$ cat config.mk
export PLATFORM = sky130hd
export DESIGN_NAME = ccpHostPort
export DESIGN_NICKNAME = d
export VERILOG_FILES = /design/src/rtl/ccpPkg.sv /design/src/rtl/ccpCtrl.sv /design/src/rtl/ccpRegs.sv /design/src/rtl/ccpHostPort.sv
export SDC_FILE = /design/constraint.sdc
export NUM_CORES = 1
export LEC_CHECK = 0
export BUFFER_PORTS_ARGS = -buffer_cell sky130_fd_sc_hd__buf_2
export CAP_MARGIN = 40
export CORE_ASPECT_RATIO = 0.9
export CORE_MARGIN = 5
export CORE_UTILIZATION = 50
export CTS_CLUSTER_DIAMETER = 120
export CTS_CLUSTER_SIZE = 16
export DETAILED_ROUTE_END_ITERATION = 10
export PLACE_DENSITY = 0.8
export SYNTH_ARGS = -nofsm -noshare
export SYNTH_HDL_FRONTEND = slang
export SYNTH_SLANG_ARGS = --single-unit
$ cat constraint.sdc
create_clock -name clk -period 2.7 [get_ports clk]
set_input_delay 0.135 -clock clk [delete_from_list [all_inputs] [get_ports clk]]
set_output_delay 0.135 -clock clk [all_outputs]
set_load 0.05 [all_outputs]
$ cat src/rtl/ccpPkg.sv
`timescale 1ns/1ps
package ccpPkg;
  localparam int DATA_W = 16;

  typedef enum logic [1:0] {
    SEL_INSTR = 2'd0,
    SEL_ADDR  = 2'd1,
    SEL_DATA  = 2'd2,
    SEL_NONE  = 2'd3
  } hostSel_e;

  localparam logic [DATA_W-1:0] OP_MLSE   = 16'h0000;
  localparam logic [DATA_W-1:0] OP_CONV   = 16'h0001;
  localparam logic [DATA_W-1:0] OP_TRACE  = 16'h0002;
  localparam logic [DATA_W-1:0] OP_REINIT = 16'h0004;
  localparam logic [DATA_W-1:0] INSTR_RST = 16'h0004;

  // strobes from control to datapath
  typedef struct packed {
    logic instrWr;
    logic ptrWr;
    logic dataWr;
    logic dataStep;
    logic fileReset;
  } ccpStrobe_t;
endpackage

$ cat src/rtl/ccpCtrl.sv
`timescale 1ns/1ps
module ccpCtrl import ccpPkg::*; #(
  parameter int UPD_CYC   = 16,
  parameter int TRACE_CYC = 8,
  parameter int RST_CYC   = 1
) (
  input  logic              clk,
  input  logic              rstN,
  input  logic [1:0]        hostSel,
  input  logic              hostWr,
  input  logic              hostRd,
  input  logic [DATA_W-1:0] hostWdata,
  output ccpStrobe_t        strb,
  output logic              hostReady,
  output logic              busy,
  output logic              done,
  output logic              startMlse,
  output logic              startConv,
  output logic              startTrace,
  output logic              startReset
);
  localparam int MAX_CYC = (UPD_CYC > TRACE_CYC) ?
                           ((UPD_CYC > RST_CYC) ? UPD_CYC : RST_CYC) :
                           ((TRACE_CYC > RST_CYC) ? TRACE_CYC : RST_CYC);
  localparam int CNT_W = $clog2(MAX_CYC + 1);
  localparam logic [CNT_W-1:0] UPD_LD   = CNT_W'(UPD_CYC - 1);
  localparam logic [CNT_W-1:0] TRACE_LD = CNT_W'(TRACE_CYC - 1);
  localparam logic [CNT_W-1:0] RST_LD   = CNT_W'(RST_CYC - 1);

  logic             busyQ, doneQ;
  logic [3:0]       startQ;   // {reinit, trace, conv, mlse}
  logic [CNT_W-1:0] cntQ;
  logic             selInstr, selAddr, selData;
  logic             wantInstrWr, wantData;
  logic             opValid;
  logic [3:0]       opVec;
  logic [CNT_W-1:0] opLoad;

  assign selInstr    = (hostSel == SEL_INSTR);
  assign selAddr     = (hostSel == SEL_ADDR);
  assign selData     = (hostSel == SEL_DATA);
  assign wantInstrWr = selInstr & hostWr;
  assign wantData    = selData & (hostWr | hostRd);
  assign hostReady   = !(busyQ & (wantInstrWr | wantData));

  assign strb.instrWr   = wantInstrWr & !busyQ;
  assign strb.ptrWr     = selAddr & hostWr;
  assign strb.dataWr    = selData & hostWr & !busyQ;
  assign strb.dataStep  = wantData & !busyQ;
  assign strb.fileReset = startQ[3];

  always_comb begin
    opValid = 1'b1;
    opVec   = 4'b0000;
    opLoad  = '0;
    case (hostWdata)
      OP_MLSE:   begin opVec = 4'b0001; opLoad = UPD_LD;   end
      OP_CONV:   begin opVec = 4'b0010; opLoad = UPD_LD;   end
      OP_TRACE:  begin opVec = 4'b0100; opLoad = TRACE_LD; end
      OP_REINIT: begin opVec = 4'b1000; opLoad = RST_LD;   end
      default:   opValid = 1'b0;
    endcase
  end

  always_ff @(posedge clk) begin
    if (!rstN) begin
      busyQ  <= 1'b0;
      doneQ  <= 1'b0;
      startQ <= '0;
      cntQ   <= '0;
    end else begin
      startQ <= '0;
      doneQ  <= 1'b0;
      if (strb.instrWr && opValid) begin
        busyQ  <= 1'b1;
        cntQ   <= opLoad;
        startQ <= opVec;
      end else if (busyQ) begin
        if (cntQ == '0) begin
          busyQ <= 1'b0;
          doneQ <= 1'b1;
        end else begin
          cntQ <= cntQ - 1'b1;
        end
      end
    end
  end

  assign busy       = busyQ;
  assign done       = doneQ;
  assign startMlse  = startQ[0];
  assign startConv  = startQ[1];
  assign startTrace = startQ[2];
  assign startReset = startQ[3];

  AST_ONE_START: assert property (@(posedge clk) disable iff (!rstN)
    $onehot0(startQ));
  AST_START_IN_BUSY: assert property (@(posedge clk) disable iff (!rstN)
    (startQ != 4'b0) |-> busyQ);
  AST_DONE_AFTER_BUSY: assert property (@(posedge clk) disable iff (!rstN)
    doneQ |-> (!busyQ && $past(busyQ)));
  AST_BUSY_BLOCKS: assert property (@(posedge clk) disable iff (!rstN)
    busyQ |-> (!strb.instrWr && !strb.dataWr && !strb.dataStep));
  AST_RESERVED_IDLE: assert property (@(posedge clk) disable iff (!rstN)
    (strb.instrWr && !opValid) |=> (!busyQ && startQ == 4'b0));
endmodule

$ cat src/rtl/ccpRegs.sv
`timescale 1ns/1ps
module ccpRegs import ccpPkg::*; #(
  parameter int REG_COUNT = 8
) (
  input  logic              clk,
  input  logic              rstN,
  input  ccpStrobe_t        strb,
  input  logic              busy,
  input  logic [1:0]        hostSel,
  input  logic [DATA_W-1:0] hostWdata,
  output logic [DATA_W-1:0] hostRdata
);
  localparam int PTR_W = (REG_COUNT > 1) ? $clog2(REG_COUNT) : 1;
  localparam logic [PTR_W-1:0] LAST = PTR_W'(REG_COUNT - 1);

  logic [DATA_W-1:0] fileQ [REG_COUNT];
  logic [DATA_W-1:0] instrQ;
  logic [PTR_W-1:0]  ptrQ;

  for (genvar g = 0; g < REG_COUNT; g++) begin : gEntry
    localparam logic [DATA_W-1:0] RST_VAL =
      (g == REG_COUNT - 1) ? {DATA_W{1'b1}} :
      (g == REG_COUNT - 2) ? DATA_W'(16'h00FF) : '0;
    always_ff @(posedge clk) begin
      if (!rstN || strb.fileReset)
        fileQ[g] <= RST_VAL;
      else if (strb.dataWr && ptrQ == PTR_W'(g))
        fileQ[g] <= hostWdata;
    end
  end

  always_ff @(posedge clk) begin
    if (!rstN)
      ptrQ <= '0;
    else if (strb.ptrWr)
      ptrQ <= hostWdata[PTR_W-1:0];
    else if (strb.dataStep)
      ptrQ <= (ptrQ == LAST) ? '0 : ptrQ + 1'b1;
  end

  always_ff @(posedge clk) begin
    if (!rstN)
      instrQ <= INSTR_RST;
    else if (strb.instrWr)
      instrQ <= hostWdata;
  end

  always_comb begin
    case (hostSel)
      SEL_INSTR: hostRdata = instrQ;
      SEL_ADDR:  hostRdata = DATA_W'(ptrQ);
      SEL_DATA:  hostRdata = busy ? '0 : fileQ[ptrQ];
      default:   hostRdata = '0;
    endcase
  end

  AST_PTR_STEP: assert property (@(posedge clk) disable iff (!rstN)
    (strb.dataStep && !strb.ptrWr) |=>
      (ptrQ == (($past(ptrQ) == LAST) ? '0 : $past(ptrQ) + 1'b1)));
  AST_PTR_HOLD: assert property (@(posedge clk) disable iff (!rstN)
    (!strb.dataStep && !strb.ptrWr) |=> $stable(ptrQ));
  AST_INSTR_HOLD: assert property (@(posedge clk) disable iff (!rstN)
    (!strb.instrWr) |=> $stable(instrQ));
  AST_BLOCKED_READ_ZERO: assert property (@(posedge clk) disable iff (!rstN)
    (busy && hostSel == SEL_DATA) |-> (hostRdata == '0));
endmodule

$ cat src/rtl/ccpHostPort.sv
`timescale 1ns/1ps
module ccpHostPort import ccpPkg::*; #(
  parameter int REG_COUNT = 8,
  parameter int UPD_CYC   = 16,
  parameter int TRACE_CYC = 8,
  parameter int RST_CYC   = 1
) (
  input  logic        clk,
  input  logic        rstN,
  input  logic [1:0]  hostSel,
  input  logic        hostWr,
  input  logic        hostRd,
  input  logic [15:0] hostWdata,
  output logic [15:0] hostRdata,
  output logic        hostReady,
  output logic        busy,
  output logic        done,
  output logic        startMlse,
  output logic        startConv,
  output logic        startTrace,
  output logic        startReset
);
  ccpStrobe_t strb;

  ccpCtrl #(
    .UPD_CYC(UPD_CYC), .TRACE_CYC(TRACE_CYC), .RST_CYC(RST_CYC)
  ) i_ctrl (
    .clk(clk), .rstN(rstN), .hostSel(hostSel), .hostWr(hostWr),
    .hostRd(hostRd), .hostWdata(hostWdata), .strb(strb),
    .hostReady(hostReady), .busy(busy), .done(done),
    .startMlse(startMlse), .startConv(startConv),
    .startTrace(startTrace), .startReset(startReset)
  );

  ccpRegs #(.REG_COUNT(REG_COUNT)) i_regs (
    .clk(clk), .rstN(rstN), .strb(strb), .busy(busy),
    .hostSel(hostSel), .hostWdata(hostWdata), .hostRdata(hostRdata)
  );
endmodule

==> impl_metrics.ini, run 1 <==
[floorplanning]
coreArea_um2 = 14600
row_count = 42
die_y_um = 125
start_util_pct = 50.4
die_x_um = 138
io_pins = 45
dieArea_um2 = 17300

[global_routing]
grt_pass1_vias = 4867
globalRouteOverflowTotal = 0
grt_max_degree = 49
grt_pass1_wl_mm = 27.1
grt_usage_pct = 21.1
antenna_found_initial = 0

[synthesis]
synth_cell_types = 45
ys_ff_latch = 161
synth_most_common_cell = edfxtp_1
synth_top_area_share_pct = 52.2
ys_top_cells_by_area = edfxtp_1 52%, mux4_2 9.8%, dfxtp_1 9.0%, and2_1 4.8%, and3_1 4.4%
yosysTopAreaCell = edfxtp_1
yosysWarnings = 0
async_flop_share_pct = 0
ys_seq_area_share_pct = 61.1
netlist_top_cells_count = 128 x edfxtp_1, 56 x and2_1, 52 x and3_1
synthesis.nets = 580
yosys_most_used_dff = edfxtp_1
syn_area_um2 = 7370
syn-instance-count = 551
avgSynthCellArea_um2 = 13.4
synth_edf_count = 128

[run_status]
outcome = complete, no violations

[sta]
setup_viol_count_final = 0
worst_pin_slew_ns = 0.904
slew_violations = 0
finalWorstSetupSlack_ns = 0.299
tns_ns = 0
finClkSkew_ns = 0.00535
hold_viol_final = 0
clock.fmax_mhz = 417
relSlewSlack_pct = 38.2
rsz0062_at_grt = false
min_period_over_period_pct = 88.9
post-route-min-period_ns = 2.40

[critical_path]
end_kind = output pin
critPathKind = reg -> out
cp_max_fo = 12
worstPathRequired_ns = 2.57
arrival_ns = 2.27
cp-start-kind = flop

[worst_hold_path]
hold_class = in -> reg

[routing]
firstDrtPassIters = 7
vias = 4759
antenna_left = 0
drt_iter0_drc = 532
post_drt_wl_per_cell_um = 21.4
routed_wl_mm = 17.2
drc_errors = 0
vias_per_cell = 5.93

[clock_tree]
post_cts.repair.setup_buffers = 0
cts_buffers = 17
clock_sinks = 161
clk_pin_slew_ns = 0.06
cts_tree = built
clk_latency_ns = 0.43
ctsLongestPathBuffers = 2
htreeDepth = 4
root_buffer = clkbuf_16

[power_and_ir_drop]
p_leak_uw = 0.00318
power-per-cell-area_nw_per_um2 = 700
vdd_drop_max_v = 0.000448

[place]
placedCellCount = 769
preCtsSetupSlack_ns = 0.491
place.gp.congestion = 0.796
placement.io_buffers = 44
dp_hpwl_mm = 11.2
dpl_cell_area_um2 = 7800

[final_layout]
final_cells = 802
final_area_um2 = 8460
areaGrowthSynthToFinish_pct = 14.9
antennaDiodeCount = 0
utilization_pct = 57.9
seq_area_um2 = 4510
multi_input_area_um2 = 2680
final_nets = 620
drive_above_1_share_pct = 24.5
fillers = 1164

[run]
drv_cap = 0
[stage by stage]
step	total power (uW)	hold slack [ns]
3_5_place_dp	3330	0.400
3_3_place_gp	3310	0.392
4_1_cts	5940	0.0192
6_report	5920	0.0342
2_1_floorplan	3150	0.271
5_1_grt	6100	0.0501
[layout by cell type (no fill, tap or decap), drive strengths merged, types with 9 or more instances in the layout]
master	count
a21oi	20
and3	52
nand2b	10
buf	59
inv	9
o21ai	15
clkbuf	19
nand2	51
nor2	14
mux4	32
or2	16
and2	56
mux2i	21
dfxtp	33
edfxtp	128
[final timing paths]
path	slack, ns	to	cells past startpoint	start
setup / recovery	0.30	hostRdata[12]	5	flop
hold / removal	0.03	i_regs.instrQ[4]$_SDFFE_PN0P_	3	hostWdata[4]
setup reg to reg	0.43	i_ctrl.cntQ[2]$_SDFFE_PN0P_	5	i_ctrl.busy$_SDFF_PN0_
hold reg to reg	0.46	i_regs.instrQ[1]$_SDFFE_PN0P_	2	i_regs.instrQ[1]$_SDFFE_PN0P_
[what timing repair did]
item	4_1_cts	5_1_grt
resized for setup	0	1
setup endpoints to repair	0	5
hold buffers	1	0
endpoints found under the hold margin	1	0
[layer usage]
metal	vias up	global-route usage, %	wire length [um]
li1	2129	-	-
met1	2357	28.7	6870
met2	234	33.1	8520
met3	39	4.82	1340
met4	0	8.25	464
met5	-	0	0
[report_power, final]
| group | switching (uW) | leakage (uW) | internal [uW] |
|---|---|---|---|
| Clock | 975 | 0.000314 | 1670 |
| Sequential | 39.3 | 0.00151 | 2750 |
| Combinational | 320 | 0.00136 | 177 |
| Total | 1330 | 0.00318 | 4590 |
[registers in the layout, summed over array words and instances, names as in the netlist, named ones only]
name           count
i_regs.fileQ     128
i_regs.instrQ     16
i_ctrl.done        1
i_ctrl.startQ      4
i_ctrl.cntQ        5
i_regs.ptrQ        3
i_ctrl.busy        1
[layout make-up]
class,count,share of cell area (%)
Multi-Input combinational cell,344,31.6
Tap cell,198,2.93
Inverter,7,0.310
Timing Repair Buffer,60,4.20
Clock inverter,13,2.44
Clock buffer,19,5.23
Sequential cell,161,53.3
[worst max-delay path, cell delays in order (launching register included)]
cell and delay [ns]:
dfxtp_4 0.50, buf_4 0.28, mux4_2 0.58, mux2i_1 0.15, o21ai_0 0.09, buf_2 0.24
[cells by family (layout without fill, tap and decap cells)]
group	after synthesis	in the layout	share of synthesized area [%]
flops	161	161	61.1
simple gates	226	226	17.5
mux	53	53	12.6
compound gates	57	57	4.82
fa+ha+maj	8	8	1.32
buf+inv	46	99	2.62
Power figures use the tool's default switching activity.
==> run 2: changes to the inputs <==
--- a/config.mk
+++ b/config.mk
@@ -5,6 +5,7 @@
 export SDC_FILE = /design/constraint.sdc
 export NUM_CORES = 1
 export LEC_CHECK = 0
+export ABC_AREA = 1
 export BUFFER_PORTS_ARGS = -buffer_cell sky130_fd_sc_hd__buf_2
 export CAP_MARGIN = 40
 export CORE_ASPECT_RATIO = 0.9
@@ -13,7 +14,8 @@
 export CTS_CLUSTER_DIAMETER = 120
 export CTS_CLUSTER_SIZE = 16
 export DETAILED_ROUTE_END_ITERATION = 10
-export PLACE_DENSITY = 0.8
+export PLACE_DENSITY = 0.79
 export SYNTH_ARGS = -nofsm -noshare
 export SYNTH_HDL_FRONTEND = slang
+export SYNTH_HIERARCHICAL = 1
 export SYNTH_SLANG_ARGS = --single-unit
==> run 2 against run 1 <==
  * Critical path depth is 3 higher
  * Sequential power hardly changed
  * Synthesized area is 6.2% higher
  * Maximum frequency is 1.6% higher
  * Cell count is 49% higher
  * Critical endpoint is now hostRdata[4]
==> impl_metrics.ini, run 2 <==
[run_status]
outcome = complete, no violations

[floorplanning]
io_pins = 45
coreArea_um2 = 15400
die_y_um = 129
row_count = 43
start_util_pct = 50.9
die_x_um = 142
dieArea_um2 = 18300

[final_layout]
final_cell_mix = 251 x nand2_1, 142 x nor2_1, 128 x edfxtp_1
fillers = 1328
final_nets = 1005
utilization_pct = 58.2
regMostFlops = i_regs/fileQ
seq_area_um2 = 4510
layout_commonest_cell = nand2_1
multi_input_area_um2 = 2600
largest_reg_flops = 128
areaGrowthSynthToFinish_pct = 14.5
reg.largest.list = i_regs/fileQ: 128 flops, i_regs/instrQ: 16 flops, i_ctrl/cntQ: 5 flops
drive_above_1_share_pct = 13.0
antennaDiodeCount = 0

[clock_tree]
root_buffer = clkbuf_16
clk_latency_ns = 0.43
ctsLongestPathBuffers = 2
cts_buffers = 17
clk_pin_slew_ns = 0.06
clock_sinks = 161
post_cts.repair.setup_buffers = 0
htreeDepth = 4
cts_tree = built

[power_and_ir_drop]
power-per-cell-area_nw_per_um2 = 663
vdd_drop_max_v = 0.000569
p_leak_uw = 0.00404

[synthesis]
synth_mux_area_share_pct = 0
ys_seq_area_share_pct = 57.6
netlist_top_cells_count = 251 x nand2_1, 142 x nor2_1, 128 x edfxtp_1
synth-compound-area-share_pct = 2.85
ys_ff_latch = 161
async_flop_share_pct = 0
synth_top_area_share_pct = 49.1
avgSynthCellArea_um2 = 8.47
synth_top_family_by_area = simple AND/OR/NAND/NOR gates
yosys_most_used_dff = edfxtp_1
synth_edf_count = 128
synthesis.nets = 953
synth_fa_ha_area_share_pct = 1.12
yosysWarnings = 6
synthXorXnorAreaFrac_pct = 0.224
synth-simple-area-share_pct = 28.9
synth_cell_types = 35
syn-instance-count = 924
synth_most_common_cell = nand2_1
yosysTopAreaCell = edfxtp_1
ys_top_cells_by_area = edfxtp_1 49%, nand2_1 12%, dfxtp_1 8.4%, nand3_1 7.0%, nor2_1 6.8%
syn_area_um2 = 7830

[routing]
antenna_left = 0
firstDrtPassIters = 6
drc_errors = 0
drt_iter0_drc = 676
vias_per_cell = 5.28
vias = 6283
routed_wl_mm = 20.0
post_drt_wl_per_cell_um = 16.8

[critical_path]
r2r_start = i_regs/ptrQ[2]$_SDFFE_PN0N_
ff2ff_path_depth = 4
cp.depth = 8
cpPeakStageDelay_ns = 0.57
cp_max_fo = 64
critPathBufInv = 2
slowest_stage = buf_4
cp-start-kind = flop
path_delay_family = buffers and inverters
crit_path_frequent_cell = nand2_1
arrival_ns = 2.23
worstPathRequired_ns = 2.57
critPathKind = reg -> out
end_kind = output pin
crit_chain = buf_4 > nand2_1 > nand2_1 > nand2_1 > nand3_1 > nand3_1 > nand2_1 > buf_2

[global_routing]
grt_pass1_wl_mm = 31.0
grt_usage_pct = 22.5
antenna_found_initial = 0
grt_max_degree = 65
grt_pass1_vias = 6085
globalRouteOverflowTotal = 0

[sta]
relSlewSlack_pct = 45.4
finClkSkew_ns = 0.00872
hold_viol_final = 0
setup_viol_count_final = 0
finalWorstSetupSlack_ns = 0.336
worst_pin_slew_ns = 0.816
tns_ns = 0
slew_violations = 0
min_period_over_period_pct = 87.5
post-route-min-period_ns = 2.36
clock.fmax_mhz = 423
rsz0062_at_grt = false

[worst_hold_path]
hold_class = in -> reg
min_from = hostWdata[0]
hold_depth = 3

[place]
dp_hpwl_mm = 12.3
preCtsSetupSlack_ns = 0.644
place.gp.congestion = 0.855
placement.io_buffers = 44

[run]
drv_cap = 0
-- run 2: path summary, 6_finish.rpt --
check | slack [ns] | to
max reg2reg | 0.58 | i_regs/fileQ[3][9]$_SDFFCE_PN0P_
min | 0.02 | flop
max | 0.34 | hostRdata[4]
min reg2reg | 0.46 | i_ctrl/cntQ[4]$_SDFFE_PN0P_
-- run 2: layout make-up --
class / instances / share of cell area [%]
clock buffers: 17 / 4.75
multi-input cells: 581 / 29.0
clock inverters: 15 / 2.14
repair buffers: 73 / 5.08
flip-flops and latches: 161 / 50.3
well taps: 202 / 2.82
inverters: 142 / 5.95
-- run 2: timing repair --
| item | CTS | global route |
|---|---|---|
| resized for setup | 0 | 0 |
| hold endpoints to repair | 3 | 0 |
| hold buffers | 2 | 0 |
-- run 2: layer usage --
layer  vias to the layer above  global-route usage (%)  part of all wire, %
met5                         -                       0                    0
met4                         0                    10.1                  3.0
met3                        47                    4.65                  8.7
met2                       280                    36.1                   47
met1                      2918                    29.6                   42
li1                       3038                       -                    -
-- run 2: stage by stage --
stage / cells / hold slack (ns) / area [um^2] / total power (uW)
after floorplan: 924 / 0.260 / 7830 / 3250
after global placement: 1157 / 0.439 / 8320 / 3440
after global routing: 1191 / 0.0414 / 8960 / 6130
after detailed placement: 1157 / 0.442 / 8320 / 3460
final: 1191 / 0.0220 / 8960 / 5940
after CTS: 1191 / 0.0123 / 8960 / 5950
-- run 2: kinds of logic after synthesis --
group	count (synthesis)
and+or+nand+nor	531
buffers and inverters	182
DFF	161
AOI/OAI and AO/OA	41
adders and majority gates	7
xor gates and xnor gates	2
-- run 2: power by group --
group / internal, uW / switching, uW
Sequential: 2760 / 31.3
Combinational: 164 / 469
Clock: 1540 / 981
Total: 4460 / 1480
-- run 2: tightest hold or removal path: stages --
cell and delay [ns]:
buf_2 0.13, nand2_1 0.06, a31oi_1 0.10
